==> config.mk <==
export PLATFORM = sky130hd
export DESIGN_NAME = paged_pc_unit
export DESIGN_NICKNAME = d
export VERILOG_FILES = /design/src/rtl/pcu_pkg.sv /design/src/rtl/pcu_src_arbiter.sv /design/src/rtl/pcu_next_addr.sv /design/src/rtl/pcu_hi_latch.sv /design/src/rtl/paged_pc_unit.sv
export SDC_FILE = /design/constraint.sdc
export NUM_CORES = 1
export LEC_CHECK = 0
export BUFFER_PORTS_ARGS = -buffer_cell sky130_fd_sc_hd__buf_2
export CORE_MARGIN = 2
export CORE_UTILIZATION = 47
export CTS_CLUSTER_SIZE = 25
export DETAILED_ROUTE_END_ITERATION = 10
export PLACE_DENSITY = 0.83
export SETUP_SLACK_MARGIN = 0.05
export SLEW_MARGIN = 5
export SYNTH_ARGS = -nofsm -noshare
export SYNTH_HDL_FRONTEND = slang
export SYNTH_SLANG_ARGS = --single-unit
==> constraint.sdc <==
create_clock -name clk -period 3.5 [get_ports clk]
set_input_delay 0 -clock clk [delete_from_list [all_inputs] [get_ports clk]]
set_output_delay 0 -clock clk [all_outputs]
set_load 0.02 [all_outputs]
==> src/rtl/pcu_pkg.sv <==
// Shared types for the paged program counter unit.
// Assumes nothing beyond SystemVerilog 2017 enums.
package pcu_pkg;

    // Which source feeds the counter on the next edge.
    typedef enum logic [2:0] {
        SRC_HOLD = 3'd0,
        SRC_STEP = 3'd1,
        SRC_LOWR = 3'd2,
        SRC_JUMP = 3'd3,
        SRC_RET  = 3'd4,
        SRC_RST  = 3'd5
    } pc_src_e;

endpackage

==> src/rtl/pcu_src_arbiter.sv <==
// Picks the single source that updates the counter in this cycle.
// Fixed priority: reset, return, jump/call, low-byte write, step.
// Assumes strobes are synchronous to clk.
module pcu_src_arbiter
    import pcu_pkg::*;
(
    input  logic    rst_n,
    input  logic    ret_en,
    input  logic    jmp_en,
    input  logic    lo_wr_en,
    input  logic    step_en,
    output pc_src_e src
);

    // Priority encode the load requests.
    always_comb begin
        if (!rst_n)        src = SRC_RST;
        else if (ret_en)   src = SRC_RET;
        else if (jmp_en)   src = SRC_JUMP;
        else if (lo_wr_en) src = SRC_LOWR;
        else if (step_en)  src = SRC_STEP;
        else               src = SRC_HOLD;
    end

endmodule

==> src/rtl/pcu_next_addr.sv <==
// Forms the next counter value for the selected source.
// Page bits on loads come from the latch; steps wrap at the top.
// Assumes TGT_W and LO_W are both below PC_W.
module pcu_next_addr
    import pcu_pkg::*;
#(
    parameter int PC_W  = 13,
    parameter int LO_W  = 8,
    parameter int TGT_W = 11,
    localparam int HI_W  = PC_W - LO_W,
    localparam int JHI_W = PC_W - TGT_W
) (
    input  pc_src_e          src,
    input  logic [PC_W-1:0]  pc_q,
    input  logic [HI_W-1:0]  hi_latch,
    input  logic [LO_W-1:0]  lo_wr_data,
    input  logic [TGT_W-1:0] jmp_target,
    input  logic [PC_W-1:0]  ret_addr,
    output logic [PC_W-1:0]  pc_d
);

    logic [JHI_W-1:0] jump_page;

    // Jumps take only the topmost latch bits as page.
    assign jump_page = hi_latch[HI_W-1 -: JHI_W];

    // Select the next address.
    always_comb begin
        unique case (src)
            SRC_RST:  pc_d = '0;
            SRC_RET:  pc_d = ret_addr;
            SRC_JUMP: pc_d = {jump_page, jmp_target};
            SRC_LOWR: pc_d = {hi_latch, lo_wr_data};
            SRC_STEP: pc_d = PC_W'(pc_q + 1'b1);
            default:  pc_d = pc_q;
        endcase
    end

endmodule

==> src/rtl/pcu_hi_latch.sv <==
// High-address latch written only through its own write port.
// Stack and branch traffic never touch it.
module pcu_hi_latch #(
    parameter int W = 5
) (
    input  logic         clk,
    input  logic         rst_n,
    input  logic         wr_en,
    input  logic [W-1:0] wr_data,
    output logic [W-1:0] q
);

    // Clear on reset, else capture written value.
    always_ff @(posedge clk) begin
        if (!rst_n)     q <= '0;
        else if (wr_en) q <= wr_data;
    end

endmodule

==> src/rtl/paged_pc_unit.sv <==
// Paged program counter: low byte from ALU or steps, page from a latch.
// Loads read the latch value held before any same-cycle latch write.
// Assumes one instruction cycle per clock.
module paged_pc_unit
    import pcu_pkg::*;
#(
    parameter int PC_W  = 13,
    parameter int LO_W  = 8,
    parameter int TGT_W = 11,
    localparam int HI_W = PC_W - LO_W
) (
    input  logic             clk,
    input  logic             rst_n,
    input  logic             step_en,
    input  logic             lo_wr_en,
    input  logic [LO_W-1:0]  lo_wr_data,
    input  logic             jmp_en,
    input  logic [TGT_W-1:0] jmp_target,
    input  logic             ret_en,
    input  logic [PC_W-1:0]  ret_addr,
    input  logic             hi_wr_en,
    input  logic [HI_W-1:0]  hi_wr_data,
    output logic [PC_W-1:0]  pc_o,
    output logic [LO_W-1:0]  pc_lo_o,
    output logic [HI_W-1:0]  hi_latch_o
);

    pc_src_e         src;
    logic [PC_W-1:0] pc_q;
    logic [PC_W-1:0] pc_d;

    pcu_src_arbiter u_arb (
        .rst_n    (rst_n),
        .ret_en   (ret_en),
        .jmp_en   (jmp_en),
        .lo_wr_en (lo_wr_en),
        .step_en  (step_en),
        .src      (src)
    );

    pcu_hi_latch #(.W(HI_W)) u_latch (
        .clk     (clk),
        .rst_n   (rst_n),
        .wr_en   (hi_wr_en),
        .wr_data (hi_wr_data),
        .q       (hi_latch_o)
    );

    pcu_next_addr #(.PC_W(PC_W), .LO_W(LO_W), .TGT_W(TGT_W)) u_next (
        .src        (src),
        .pc_q       (pc_q),
        .hi_latch   (hi_latch_o),
        .lo_wr_data (lo_wr_data),
        .jmp_target (jmp_target),
        .ret_addr   (ret_addr),
        .pc_d       (pc_d)
    );

    // Counter register; reset is folded into the source select.
    always_ff @(posedge clk) begin
        pc_q <= pc_d;
    end

    assign pc_o    = pc_q;
    assign pc_lo_o = pc_q[LO_W-1:0];

endmodule

==> reports/qor.yml <==
hold_viol: 0
drc: 0
seqPwrFrac_pct: 49.3
worstSetupStartpointType: "register"
grt-ovfl-total: 0
path_class: "reg2reg"
drt_iter0_drc: 22
clock_latency_ns: 0.29
die_h_um: 57.52
nets: 257
endpoint_kind: "register"
pwr-share-clk_pct: 23.7
fin_ws_ns: 1.882
cts_tree: "yes"
syn2layout_area_growth_pct: 29.28
cts_root_buf: "clkbuf_4"
worst_slew_pin_slew_ns: 0.5772
dr.pass1.iters: 4
cts.path.max_buffers: 2
cts.clk_slew.worst_paths_ns: 0.10
viasPerCell: 5.248
avgSynthCellArea_sq_um: 9.158
dieArea_sq_um: 3309
cts_made_buffers: 3
min_path_type: "in2reg"
grt_pass1_wl_mm: 5.333
ys_ff_latch: 18
ant_nets: 0
grt_setup_unrepaired: "false"
routedWlPerCell_um: 13.51
finalSetupTns_ns: 0
portBuffers: 69
fmax_mhz: 618.1
reg2reg_slack_ns: 1.88
layout_common_cells: "buf_2, nand2_1, o21ai_0, edfxtp_1, dlygate4sd3_1"
track_usage_pct: 20.50
num_io_pins: 70
gp_congestion: 0.8038
maxCapViolCount: 0
syn-num-nets: 192
grt_pass1_vias: 1184
final_common_cell: "buf_2"
fin_crit_ns: 1.618
grt_start_max_net_pins: 29
switching_share_pct: 31.03
skew_ns: 0.0008176
status: "finished clean"
powerDensity_nw_per_um2: 312.0
leakagePower_uw: 0.0007843
crit_arrival_ns: 1.67
clock-sinks: 18
switchingPower_uw: 168.5
n_antenna_cell: 0
dp_hpwl_mm: 2.435
maxSlewHeadroom_pct: 61.52
yosysUniqueCellTypes: 36
ir_drop_mv: 0.2177
cts_resized: 0
r2r-start: "pc_o[0]$_DFFE_PP_"
start_util_pct: 49.24
antenna_found_initial: 0
internal_power_uw: 374.5
fin_crit_sh_pct: 46.22
die_w_um: 57.52
ctsHtreeMaxLevel: 1
cp.required_ns: 3.55
drt-total-wl_mm: 3.270
crit_fanout: 7
syn_area_sq_um: 1346
synth-seq-area-share_pct: 36.43
setup_viol: 0
ys_warn_count: 0
rr_worst_depth: 5
dp_slack_ns: 1.882
num_vias: 1270
timing.rr.end: "pc_o[12]$_DFFE_PP_"
core_area_sq_um: 2734
synth_cells: 147
rows: 19
final_max_slew_viol_count: 0
drive_above_1_share_pct: 39.34
cp-endpoint: "pc_o[12]$_DFFE_PP_"
pwr-share-comb_pct: 27.0
cp-startpoint: "pc_o[0]$_DFFE_PP_"
-- kinds of logic after synthesis --
group	synth area share (%)
simple gates	26.39
compound gates	16.92
buf+inv	8.457
flops	36.43
xor+xnor	7.156
mux	3.718
fa+ha+maj	0.9292
-- flip-flops by register name (all words and copies together), names as in the netlist --
name	flops
pc_o	13
u_latch.q	5
-- power groups by stage --
stage          Combinational, uW  Clock [uW]  Sequential, uW
2_1_floorplan               75.0           0             289
3_3_place_gp                 137           0             272
3_5_place_dp                 139           0             273
4_1_cts                      146         131             268
5_1_grt                      159         140             271
6_report                     146         129             268
-- area by class of cell --
class                           instances  area, sq um
Inverter                                2        7.507
Clock buffer                            4        36.28
Tap cell                               31        38.79
Sequential cell                        18        490.5
Timing Repair Buffer                   77        425.4
Multi-Input combinational cell        110        742.0
Fill cell                             224        993.5
-- critical path: stages, from the launching register on --
cell      delay, ns
edfxtp_1       0.46
ha_1           0.26
nand3_4        0.13
nor4_4         0.29
xnor2_1        0.17
o21ai_2        0.07
-- through the flow --
step	utilization [%]	hold slack (ns)	total power, uW	cells	instance area, sq um
2_1_floorplan	-	0.1696	364.5	147	1346
3_3_place_gp	59.40	0.2590	409.3	230	1624
3_5_place_dp	59.40	0.2624	411.5	230	1624
4_1_cts	63.66	0.001146	545.1	242	1740
5_1_grt	63.66	0.003448	570.2	242	1740
6_report	63.66	0.007996	543.0	242	1740
-- worst min path at each step --
stage,startpoint,to,depth (start not counted)
floorplan,hi_wr_data[0],u_latch.q[0]$_SDFFE_PN0P_,2
global placement,hi_wr_data[1],u_latch.q[1]$_SDFFE_PN0P_,3
detailed placement,hi_wr_data[3],u_latch.q[3]$_SDFFE_PN0P_,3
CTS,jmp_target[3],pc_o[3]$_DFFE_PP_,2
global route,jmp_target[0],pc_o[0]$_DFFE_PP_,2
finish,jmp_target[0],pc_o[0]$_DFFE_PP_,2
-- per-layer routing --
layer  vias up  GRT usage (%)  part of all wire [%]
met3         2          2.494                   4.8
met2        42          35.39                    51
li1        651              -                     -
met5         -              0                     0
met4         0          4.983                  0.58
met1       575          27.25                    44
-- cells in the mapped netlist --
cell type  number  area share, %
xor2_1          4            2.6
nand2_1        27            7.5
a22oi_1         3            1.7
nor2_1          5            1.4
a32oi_1         1           0.65
mux2i_1         5            3.7
nor4b_4         1            1.8
o21ai_1         4            1.5
nor4_4          1            1.6
nor2b_1         6            2.8
o211ai_1        3            1.7
nor3_1          2           0.74
buf_2           4            1.5
nand3_1         2           0.74
and4_2          1           0.74
nand4_1         2           0.93
nand3_4         1            1.3
buf_6           1           0.84
dfxtp_1         5            7.4
nor3_2          1           0.74
nand2_2         1           0.46
xnor2_1         7            4.6
nand2b_1        4            1.9
o21ai_2         2            1.3
nor2_2          1           0.46
nand4_4         1            1.6
ha_1            1           0.93
buf_4           8            4.5
clkbuf_1        4            1.1
o2bb2ai_1       3            2.0
a221o_1         4            3.0
or2b_1          2            1.1
inv_1           2           0.56
edfxtp_1       13             29
o21ai_0        14            5.2
and3b_1         1           0.65
-- timing repair --
item | in CTS | in global routing
endpoints found under the setup margin | 0 | 0
buffers inserted | 0 | 0
hold buffers | 8 | 0
hold endpoints to repair | 8 | 0
Power figures use the tool's default switching activity.
